<file path="src/rtl/rfs_pkg.sv">
package rfs_pkg;

  typedef enum logic [2:0] {
    ST_IDLE   = 3'd0,
    ST_DETACH = 3'd1,
    ST_TRY    = 3'd2,
    ST_COMMIT = 3'd3,
    ST_REVERT = 3'd4
  } swap_state_e;

  typedef enum logic {
    ROLE_SINK   = 1'b0,
    ROLE_SOURCE = 1'b1
  } port_role_e;

  // Sink request wins over a simultaneous source request.
  function automatic port_role_e pick_request(input logic want_sink, input logic want_source);
    return (want_sink || !want_source) ? ROLE_SINK : ROLE_SOURCE;
  endfunction

  // True once the tick count reaches the effective limit (0 counts as 1).
  function automatic logic window_spent(input int unsigned ticks_seen, input int unsigned limit);
    int unsigned eff;
    eff = (limit == 0) ? 1 : limit;
    return ticks_seen >= eff;
  endfunction

endpackage

</file>
<file path="src/rtl/rfs_trial_timer.sv">
module rfs_trial_timer
  import rfs_pkg::*;
#(
  parameter int CNT_W = 8
) (
  input  logic             clk,
  input  logic             rst_n,
  input  logic             restart,
  input  logic             tick_in,
  input  logic [CNT_W-1:0] limit,
  output logic             expired
);

  logic [CNT_W-1:0] cnt_q;
  logic [31:0]      next_seen;

  assign next_seen = 32'(cnt_q) + 32'd1;
  assign expired   = tick_in && window_spent(next_seen, 32'(limit));

  always_ff @(posedge clk or negedge rst_n) begin
    if (!rst_n) begin
      cnt_q <= '0;
    end else if (restart) begin
      cnt_q <= '0;
    end else if (tick_in && !expired) begin
      cnt_q <= cnt_q + 1'b1;
    end
  end

endmodule

</file>
<file path="src/rtl/rfs_swap_seq.sv">
module rfs_swap_seq
  import rfs_pkg::*;
#(
  parameter port_role_e RESET_ROLE = ROLE_SINK
) (
  input  logic        clk,
  input  logic        rst_n,
  input  logic        force_sink,
  input  logic        force_source,
  input  logic        attach_ok,
  input  logic        window_expired,
  output swap_state_e state,
  output port_role_e  cur_role,
  output port_role_e  target_role,
  output port_role_e  saved_role,
  output logic        ev_accept,
  output logic        ev_instant,
  output logic        ev_commit,
  output logic        ev_revert,
  output logic        trial_active
);

  swap_state_e state_d;
  port_role_e  req_role;
  logic        any_cmd;
  logic        idle;

  assign any_cmd      = force_sink || force_source;
  assign req_role     = pick_request(force_sink, force_source);
  assign idle         = (state == ST_IDLE);
  assign ev_instant   = idle && any_cmd && (req_role == cur_role);
  assign ev_accept    = idle && any_cmd && (req_role != cur_role);
  assign trial_active = (state == ST_TRY);
  assign ev_commit    = (state == ST_COMMIT);
  assign ev_revert    = (state == ST_REVERT);

  always_comb begin
    state_d = state;
    case (state)
      ST_IDLE:   if (ev_accept) state_d = ST_DETACH;
      ST_DETACH: state_d = ST_TRY;
      ST_TRY: begin
        if (attach_ok)           state_d = ST_COMMIT;
        else if (window_expired) state_d = ST_REVERT;
      end
      ST_COMMIT: state_d = ST_IDLE;
      ST_REVERT: state_d = ST_IDLE;
      default:   state_d = ST_IDLE;
    endcase
  end

  always_ff @(posedge clk or negedge rst_n) begin
    if (!rst_n) begin
      state       <= ST_IDLE;
      cur_role    <= RESET_ROLE;
      target_role <= RESET_ROLE;
      saved_role  <= RESET_ROLE;
    end else begin
      state <= state_d;
      if (ev_accept) begin
        target_role <= req_role;
        saved_role  <= cur_role;
      end
      if (state == ST_DETACH) cur_role <= target_role;
      if (ev_revert)          cur_role <= saved_role;
    end
  end

endmodule

</file>
<file path="src/rtl/rfs_irq_flags.sv">
module rfs_irq_flags #(
  parameter int N_FLAGS = 2
) (
  input  logic               clk,
  input  logic               rst_n,
  input  logic [N_FLAGS-1:0] set_in,
  input  logic [N_FLAGS-1:0] clr_in,
  output logic [N_FLAGS-1:0] flag_q
);

  for (genvar i = 0; i < N_FLAGS; i++) begin : g_flag
    always_ff @(posedge clk or negedge rst_n) begin
      if (!rst_n)         flag_q[i] <= 1'b0;
      else if (set_in[i]) flag_q[i] <= 1'b1;
      else if (clr_in[i]) flag_q[i] <= 1'b0;
    end
  end

endmodule

</file>
<file path="src/rtl/role_swap_ctrl.sv">
module role_swap_ctrl
  import rfs_pkg::*;
#(
  parameter int         CNT_W      = 8,
  parameter port_role_e RESET_ROLE = ROLE_SINK
) (
  input  logic             clk,
  input  logic             rst_n,
  input  logic             force_sink_i,
  input  logic             force_source_i,
  input  logic             attach_ok_i,
  input  logic             tick_i,
  input  logic [CNT_W-1:0] trial_limit_i,
  input  logic             clr_succ_i,
  input  logic             clr_fail_i,
  output logic             role_o,
  output logic             detach_o,
  output logic             irq_succ_o,
  output logic             irq_fail_o
);

  localparam int IDX_SUCC = 0;
  localparam int IDX_FAIL = 1;
  localparam int N_FLAGS  = 2;

  swap_state_e state;
  port_role_e  cur_role;
  port_role_e  target_role;
  port_role_e  saved_role;
  logic        ev_accept;
  logic        ev_instant;
  logic        ev_commit;
  logic        ev_revert;
  logic        trial_active;
  logic        ev_expire;
  logic        counted_tick;
  logic        succ_set;
  logic        fail_set;
  logic        busy;
  logic [N_FLAGS-1:0] flag_set;
  logic [N_FLAGS-1:0] flag_clr;
  logic [N_FLAGS-1:0] flag_q;

  assign counted_tick = tick_i && trial_active && !attach_ok_i;

  rfs_swap_seq #(.RESET_ROLE(RESET_ROLE)) u_seq (
    .clk            (clk),
    .rst_n          (rst_n),
    .force_sink     (force_sink_i),
    .force_source   (force_source_i),
    .attach_ok      (attach_ok_i),
    .window_expired (ev_expire),
    .state          (state),
    .cur_role       (cur_role),
    .target_role    (target_role),
    .saved_role     (saved_role),
    .ev_accept      (ev_accept),
    .ev_instant     (ev_instant),
    .ev_commit      (ev_commit),
    .ev_revert      (ev_revert),
    .trial_active   (trial_active)
  );

  rfs_trial_timer #(.CNT_W(CNT_W)) u_timer (
    .clk     (clk),
    .rst_n   (rst_n),
    .restart (state == ST_DETACH),
    .tick_in (counted_tick),
    .limit   (trial_limit_i),
    .expired (ev_expire)
  );

  assign succ_set = ev_instant || ev_commit;
  assign fail_set = ev_revert;

  assign flag_set[IDX_SUCC] = succ_set;
  assign flag_set[IDX_FAIL] = fail_set;
  assign flag_clr[IDX_SUCC] = clr_succ_i;
  assign flag_clr[IDX_FAIL] = clr_fail_i;

  rfs_irq_flags #(.N_FLAGS(N_FLAGS)) u_irq (
    .clk    (clk),
    .rst_n  (rst_n),
    .set_in (flag_set),
    .clr_in (flag_clr),
    .flag_q (flag_q)
  );

  assign busy       = (state != ST_IDLE);
  assign role_o     = cur_role;
  assign detach_o   = (state == ST_DETACH);
  assign irq_succ_o = flag_q[IDX_SUCC];
  assign irq_fail_o = flag_q[IDX_FAIL];

endmodule

</file>
<file path="config.mk">
export PLATFORM = sky130hd
export DESIGN_NAME = role_swap_ctrl
export DESIGN_NICKNAME = d
export VERILOG_FILES = /design/src/rtl/rfs_pkg.sv /design/src/rtl/rfs_trial_timer.sv /design/src/rtl/rfs_swap_seq.sv /design/src/rtl/rfs_irq_flags.sv /design/src/rtl/role_swap_ctrl.sv
export SDC_FILE = /design/constraint.sdc
export NUM_CORES = 1
export LEC_CHECK = 0
export ABC_AREA = 0
export CORE_MARGIN = 1.5
export CORE_UTILIZATION = 35
export CTS_CLUSTER_DIAMETER = 80
export DETAILED_ROUTE_END_ITERATION = 10
export GPL_TIMING_DRIVEN = 0
export SETUP_SLACK_MARGIN = 0.02
export SLEW_MARGIN = 15
export SYNTH_ARGS = -nofsm -noshare
export SYNTH_HDL_FRONTEND = slang
export SYNTH_SLANG_ARGS = --single-unit
</file>
<file path="constraint.sdc">
create_clock -name clk -period 4.2 [get_ports clk]
set_input_delay 0.84 -clock clk [delete_from_list [all_inputs] [get_ports clk]]
set_output_delay 0.84 -clock clk [all_outputs]
set_load 0.01 [all_outputs]
</file>
* After elaboration in Yosys (flattened, before gate mapping)
Index checks and enable logic that the tools add are counted.
** Operators by class
- Add/sub/neg operators :: 2
- Magnitude comparators :: 1
- Equality and inequality tests :: 8
- Multiplexer cells :: 14
- Reductions and logical operators :: 20
** Operators with widths (number)
- 32-bit greater-or-equal comparator :: 1
- 8-bit 2-to-1 mux :: 3
- 8-bit by 1-bit adder with 9-bit output (second input constant) :: 1
- 3-bit 2-to-1 mux :: 3
- 3-bit one-hot mux with 3 select lines :: 1
- 8-bit by 1-bit adder with 8-bit output (second input constant) :: 1
- 8-bit logical NOT :: 1
- 2-bit nonzero test :: 4
- 1-bit logical AND :: 7
- 1-bit 2-to-1 mux :: 7
- 3-bit by 2-bit equality test with 1-bit output (second input constant) :: 2
- 3-bit by 1-bit equality test with 1-bit output (second input constant) :: 1
- 3-bit equality test (second input constant) :: 1
- 1-bit logical NOT :: 3
- 3-bit logical NOT :: 1
- 1-bit logical OR :: 3
- 3-bit by 2-bit inequality test with 1-bit output (second input constant) :: 1
- 2-bit inequality test (second input constant) :: 1
- 2-bit AND reduction :: 1
- 1-bit equality test :: 1
- 1-bit inequality test :: 1
** Storage, ports and cells
- Flip-flop bits (word level) :: 16
- Input bits :: 16
- Output and inout bits :: 4
- Logic and storage cells :: 52

* Logic depth before layout (Yosys ltp)
Gate-level depths: netlist (run 1).
- Word-level depth :: 8
- Depth in mapped cells :: 9
- Gate-level depth less buffers :: 9

* By module
Synthesis (run 1) repeated with hierarchy kept, for this count alone.
** Second synthesis, totals
- Cells, all modules :: 130
- Area total of the unflattened synthesis :: 1201.2 um2
** By module, submodules not included
- rfs_trial_timer :: times used 1, cells each 81, area an instance 738.2 um2, sequential area each 200.2 um2
- rfs_swap_seq :: times used 1, cells each 40, area an instance 362.8 um2, sequential area each 150.1 um2
- rfs_irq_flags :: times used 1, cells each 6, area an instance 72.6 um2, sequential area each 50.0 um2
- role_swap_ctrl :: times used 1, cells each 3, area an instance 27.5 um2, sequential area each 0.0 um2

* Worst setup path before layout (run 1)
OpenSTA, ideal clock, no wires.
- Kind :: input port to flip-flop
- Start point :: input trial_limit_i[5]
- End point :: register u_timer.cnt_q[3]
- Library setup time :: 125 ps
- Arrival time :: 2430 ps
- Data required time :: 4075 ps
- Path slack :: 1645 ps
- Stages :: 8
- Path buffers :: 0
- Cell sequence :: nor4_1 > a41o_1 > ha_1 > nand2b_1 > a31oi_1 > o31ai_2 > nor2_8 > mux2_4
** On the way
- Word-level cells in the longest chain between the ends :: 7
** RTL lines
- start: declaration :: RTL line role_swap_ctrl.sv:13 : input logic [CNT_W-1:0] trial_limit_i,
- 8-bit logical NOT :: RTL line rfs_pkg.sv:24 : eff = (limit == 0) ? 1 : limit;
- 8-bit 2-to-1 mux (*) :: RTL line rfs_pkg.sv:24
- 32-bit greater-or-equal comparator (*) :: RTL line rfs_pkg.sv:25 : return ticks_seen >= eff;
- 1-bit logical AND (*) :: RTL line rfs_trial_timer.sv:18 : assign expired = tick_in && window_spent(next_seen, 32'(limit));
- 1-bit logical NOT (*) :: RTL line rfs_trial_timer.sv:25 : end else if (tick_in && !expired) begin
- 1-bit logical AND (*) :: RTL line rfs_trial_timer.sv:25
- 2-bit nonzero test (no line) (*)
- end signal: assignment :: RTL line rfs_trial_timer.sv:26 : cnt_q <= cnt_q + 1'b1;
- end: declaration :: RTL line rfs_trial_timer.sv:14 : logic [CNT_W-1:0] cnt_q;
Every way passes the cells marked *; elsewhere a longest branch is shown, timed or not.
A chain may end at the register's enable or synchronous reset.

* Worst setup path in the final report (run 1)
Same ends and word-level chain as after synthesis.

==> out/metrics.cfg, run 1 <==
[yosys]
yosysWarnings=0
synth_edf_count=0
synthArstFlopShare=1.00
synth_nets=149
synth_seq_cells=16
ys_seq_area_frac=0.340
syn-cell-area_mm2=0.00118
syn_avg_cell_area_um2=9.48
synthFlopType=dfrtp_1
syn_inst=124
ys_types=39

[sta]
slew_headroom=0.507
tns_ps=0
setup_viol=0
fin_hold_ws_ps=531
clock_skew_ps=10.6
fin_crit_ps=2900
finalCritPeriodShare=0.690
max_freq_ghz=0.345
slew_violations=0
worst_pin_slew_ps=737
finalHoldViolations=0
worst_slack_ps=1300
rsz0062_at_grt=false

[layout]
final_common_cell=clkdlybuf4s50_1
fin_nets=173
area_delta_synth_final_pct=23.9
antenna-diode-count=0
fin_util=0.466
drive_gt1_frac=0.136
layout_common_cells=19 x clkdlybuf4s50_1, 16 x dfrtp_1, 12 x inv_1

[critical_path]
timing.rr.start=u_timer.cnt_q[0]
worstPathRequired_ps=4380
worstSetupPathType=input port to flip-flop
reg2regPathDepth=8
critPathMaxFanout=7
regToRegEndpoint=u_timer.cnt_q[3]
cp.arrival_ps=3070
crit_path_start_kind=input port
worst_setup_path_end_kind=flip-flop
reg2reg_slack_ps=1570

[min_path]
worstHoldPathCells=2
hp-class=flip-flop to flip-flop
min_to=u_seq.target_role
worstHoldStart=u_seq.target_role

[global_routing]
grt_pass1_vias=803
antenna_found_initial=0
overflow=0
grt_max_degree=17
grt_pass1_wl_um=3530
grt_use_total=0.130

[clocking]
cts_buffers=3
root_buffer=clkbuf_4
cts.hold.buffers_added=0
cts_tree=built
clk_latency_ps=290
clock-sinks=16
cts_setup_buffers=0
htreeDepth=1
clkTransAtPathRegs_ps=100
cts.path.max_buffers=2
cts-resized-gates=0

[power]
power.share.sequential=0.359
p_switching_w=0.000242
ir_worst_vdd_v=0.000195
p_clk_frac=0.161
powerDensity_mw_per_mm2=434
leakage_nw=0.688
switching_share=0.382
p_int_w=0.000391
pwr-share-comb=0.480
total_power_w=0.000633

[status]
status=finished, final reports clean

[floorplanning]
dieWidth_um=61.0
num_rows=20
die_area_mm2=0.00372
coreArea_mm2=0.00313
pin_count=20
die_h_um=61.0
start_util=0.376

[placed_design]
portBuffers=19
gp_congestion=0.742
hpwl_um=1760
dp_slack_ps=953

[flow_run]
maxCapViolations=0

[drt]
drc=0
ant_nets=0
drt_wl_total_um=2210
wl_per_cell_um=11.6
viasPerCell=4.85
vias=927
first_pass_iters=4
drtIter0Drc=27

## power groups by stage
stage | Clock [W] | Sequential (W) | Combinational, W
3_5_place_dp | 0 | 0.000232 | 0.000305
6_report | 0.000102 | 0.000227 | 0.000304
3_3_place_gp | 0 | 0.000229 | 0.000298
5_1_grt | 0.000113 | 0.000234 | 0.000345
4_1_cts | 0.000107 | 0.000229 | 0.000306
2_1_floorplan | 0 | 0.000228 | 0.000216
## cell type report
| class | instances | area, µm² |
|---|---|---|
| Fill cell | 323 | 1670 |
| Multi-Input combinational cell | 91 | 706 |
| Sequential cell | 16 | 400 |
| Timing Repair Buffer | 19 | 190 |
| Tap cell | 44 | 55.1 |
| Inverter | 12 | 45.0 |
| Clock buffer | 4 | 36.3 |
| Buffer | 5 | 25.0 |
## cells by family after synthesis
group | after synthesis | synth area share
xor+xnor | 7 | 0.0521
compound gates | 22 | 0.123
fa+ha+maj | 9 | 0.0957
buf+inv | 17 | 0.0596
flops | 16 | 0.340
mux | 9 | 0.0979
simple gates | 44 | 0.231
## state kept, by name (all words and copies together) (netlist names)
signal / count
u_seq.target_role: 1
u_irq.flag_q: 2
u_timer.cnt_q: 8
u_seq.saved_role: 1
u_seq.cur_role: 1
u_seq.state: 3
## cells in the mapped netlist, drive strengths merged, types with 2 or more instances
master	instances	area, µm²
dfrtp	16	400
inv	12	45.0
nand2	11	51.3
ha	9	113
a21oi	8	40.0
nor2	8	46.3
and2	6	37.5
mux2	5	75.1
nand3	5	25.0
xnor2	5	43.8
mux2i	4	40.0
nand2b	4	32.5
buf	3	17.5
nor3	3	15.0
o21ai	3	15.0
a31oi	2	12.5
clkbuf	2	7.51
nand4	2	27.5
o22ai	2	12.5
xor2	2	17.5
## worst max-delay path by stage
stage,startpoint,to
CTS,trial_limit_i[5],u_timer.cnt_q[3]
detailed placement,trial_limit_i[5],u_timer.cnt_q[3]
finish,trial_limit_i[5],u_timer.cnt_q[3]
floorplan,trial_limit_i[5],u_timer.cnt_q[3]
global route,trial_limit_i[5],u_timer.cnt_q[3]
global placement,trial_limit_i[5],u_timer.cnt_q[3]
## critical path: stages
cell and delay [ps]:
clkdlybuf4s50_1 420, nor4_1 300, a41o_1 210, ha_1 210, nand2b_1 130, a31oi_1 240, o31ai_2 150, nor2_8 240
mux2_4 320
## routing by layer
| metal | up-vias | GRT usage | wire length (µm) |
|---|---|---|---|
| li1 | 473 | - | - |
| met3 | 2 | 0.0448 | 82 |
| met4 | 0 | 0.0280 | 13 |
| met2 | 15 | 0.204 | 1040 |
| met1 | 437 | 0.175 | 1070 |
| met5 | - | 0 | 0 |
## stage by stage
| step | cells | instance area (µm²) |
|---|---|---|
| global route | 191 | 1460 |
| detailed placement | 187 | 1420 |
| global placement | 187 | 1420 |
| CTS | 191 | 1460 |
| finish | 191 | 1460 |
| floorplan | 124 | 1180 |
No activity file was read; power rests on OpenSTA's default activity.
==> run 2: changes to the inputs <==
==> constraint.sdc (replaced) <==
create_clock -name clk -period 2.7 [get_ports clk]
set_input_delay 0.54 -clock clk [delete_from_list [all_inputs] [get_ports clk]]
set_output_delay 0.54 -clock clk [all_outputs]
set_load 0.01 [all_outputs]
==> run 2 against run 1 <==
Non-clock buffer count unchanged. Core utilization is 0.68 points higher. Register-to-register slack got worse by 1400 ps. Clock skew grew 1.1 ps. Highest routed layer unchanged.
==> out/metrics.cfg, run 2 (synthesis gave the netlist of run 1 again) <==
[status]
status=finished, final reports clean

[layout]
area_delta_synth_final_pct=25.7
fin_area_mm2=0.00148  ; +1.5%
layout.cells.non_filler=191  ; unchanged
final_common_cell=clkdlybuf4s50_1
layout_common_cells=19 x clkdlybuf4s50_1, 16 x dfrtp_1, 12 x inv_1
antenna-diode-count=0  ; unchanged
largest_reg_flops=8  ; unchanged
drive_gt1_frac=0.163  ; +0.0272
fin_util=0.473  ; +0.00680
fillCellCount=319  ; -1.2%
fin_nets=173  ; unchanged
top_regs=u_timer.cnt_q x8, u_seq.state x3, u_irq.flag_q x2
largest-register=u_timer.cnt_q

[sta]
rsz0062_at_grt=false
setup_viol=0  ; unchanged
clock_skew_ps=11.7  ; +1.11 ps
max_freq_ghz=0.385
finalCritPeriodShare=0.963
tns_ps=0  ; unchanged
slew_headroom=0.506  ; -0.00164
finalHoldViolations=0  ; unchanged
fin_crit_ps=2600
slew_violations=0  ; unchanged
worst_pin_slew_ps=739  ; +2.45 ps

[drt]
viasPerCell=4.84  ; -0.22%
drt_wl_total_um=2270  ; +2.8%
vias=925  ; -0.22%
drc=0  ; unchanged
drtIter0Drc=29  ; +7.4%
ant_nets=0  ; unchanged
first_pass_iters=4  ; unchanged
wl_per_cell_um=11.9  ; +2.8%

[placed_design]
gp_congestion=0.742  ; unchanged
dp.cells=187  ; unchanged
hpwl_um=1760  ; unchanged
portBuffers=19  ; unchanged
placed_cell_area_mm2=0.00142  ; unchanged

[critical_path]
slowest_delay_ps=440  ; +20 ps
startpoint=trial_limit_i[5]
reg2regPathDepth=8  ; unchanged
timing.rr.start=u_timer.cnt_q[0]
critPathMaxFanout=7  ; unchanged
worst_setup_path_end_kind=flip-flop
cp.arrival_ps=2770  ; -300 ps
crit_family=simple AND/OR/NAND/NOR gates
path_buf_inv=1  ; unchanged
crit_path_start_kind=input port
worstPathRequired_ps=2880  ; -1500 ps
reg2reg_slack_ps=150  ; -1420 ps
regToRegEndpoint=u_timer.cnt_q[3]
path_cells=clkdlybuf4s50_1, nor4_2, a41o_1, ha_1, nand2b_1, a31oi_2, o31ai_2, nor2_8, mux2_4
worstSetupPathType=input port to flip-flop
timing.critical_path.slowest_stage_cell=clkdlybuf4s50_1

[min_path]
worstHoldPathCells=2  ; unchanged
hp-class=flip-flop to flip-flop
min_to=u_seq.target_role
worstHoldStart=u_seq.target_role

[global_routing]
overflow=0  ; unchanged
antenna_found_initial=0  ; unchanged
grt_pass1_wl_um=3530  ; unchanged
grt_max_degree=17  ; unchanged
grt_use_total=0.130  ; unchanged
grt_pass1_vias=803  ; unchanged

[floorplanning]
pin_count=20  ; unchanged
coreArea_mm2=0.00313  ; unchanged
die_area_mm2=0.00372  ; unchanged
die_h_um=61.0  ; unchanged
start_util=0.376  ; unchanged
dieWidth_um=61.0  ; unchanged
num_rows=20  ; unchanged

[power]
leakage_nw=0.687  ; -0.24%
powerDensity_mw_per_mm2=688  ; +58%
ir_worst_vdd_v=0.000310  ; +59%

[clocking]
cts.hold.buffers_added=0  ; unchanged
htreeDepth=1  ; unchanged
clock-sinks=16  ; unchanged
cts_buffers=3  ; unchanged
clk_latency_ps=290  ; about the same
cts_setup_buffers=0  ; unchanged
cts.path.max_buffers=2  ; unchanged
root_buffer=clkbuf_4
cts-resized-gates=0  ; unchanged
clkTransAtPathRegs_ps=100  ; about the same
cts_tree=built

[flow_run]
maxCapViolations=0  ; unchanged

[run 2: per-layer routing]
layer / track usage / up-vias / routed length (µm)
met1: 0.175 / 438 / 1080
met3: 0.0448 / 2 / 81
met4: 0.0280 / 0 / 13
li1: - / 472 / -
met2: 0.204 / 13 / 1100
met5: 0 / - / 0
[run 2: cell type report]
cell class / count / area, µm² / area share
well taps: 44 / 55.1 / 0.0372
inverters: 12 / 45.0 / 0.0305
flip-flops and latches: 16 / 400 / 0.271
repair buffers: 19 / 190 / 0.129
clock buffers: 4 / 36.3 / 0.0245
plain buffers: 5 / 25.0 / 0.0169
multi-input cells: 91 / 727 / 0.492
[run 2: how the worst max path moves through the flow]
stage                                  end  cells after the start
after floorplan           u_timer.cnt_q[3]                      8
after global placement    u_timer.cnt_q[3]                      9
after detailed placement  u_timer.cnt_q[3]                      9
after CTS                 u_timer.cnt_q[3]                      8
after global routing      u_timer.cnt_q[3]                      9
final                     u_timer.cnt_q[3]                      9
[run 2: power by group]
part           leakage, nW  internal [W]  total (W)  switching [W]
Combinational        0.456      0.000244   0.000503       0.000259
Sequential           0.209      0.000300   0.000355      0.0000541
Clock               0.0210     0.0000822   0.000159      0.0000770
Total                0.687      0.000627    0.00102       0.000390
[run 2: stage by stage]
step | setup slack (ps) | hold WS [ps] | power [W]
after global routing | 16.7 | 571 | 0.00110
after global placement | -202 | 498 | 0.000821
after detailed placement | -247 | 517 | 0.000836
final | 101 | 532 | 0.00102
after floorplan | 311 | 244 | 0.000692
after CTS | 52.9 | 538 | 0.000999
[run 2: tightest hold or removal path: stages, from the launching register on]
cell and delay, ps:
dfrtp_1 390, nand2_1 50, o21ai_1 60
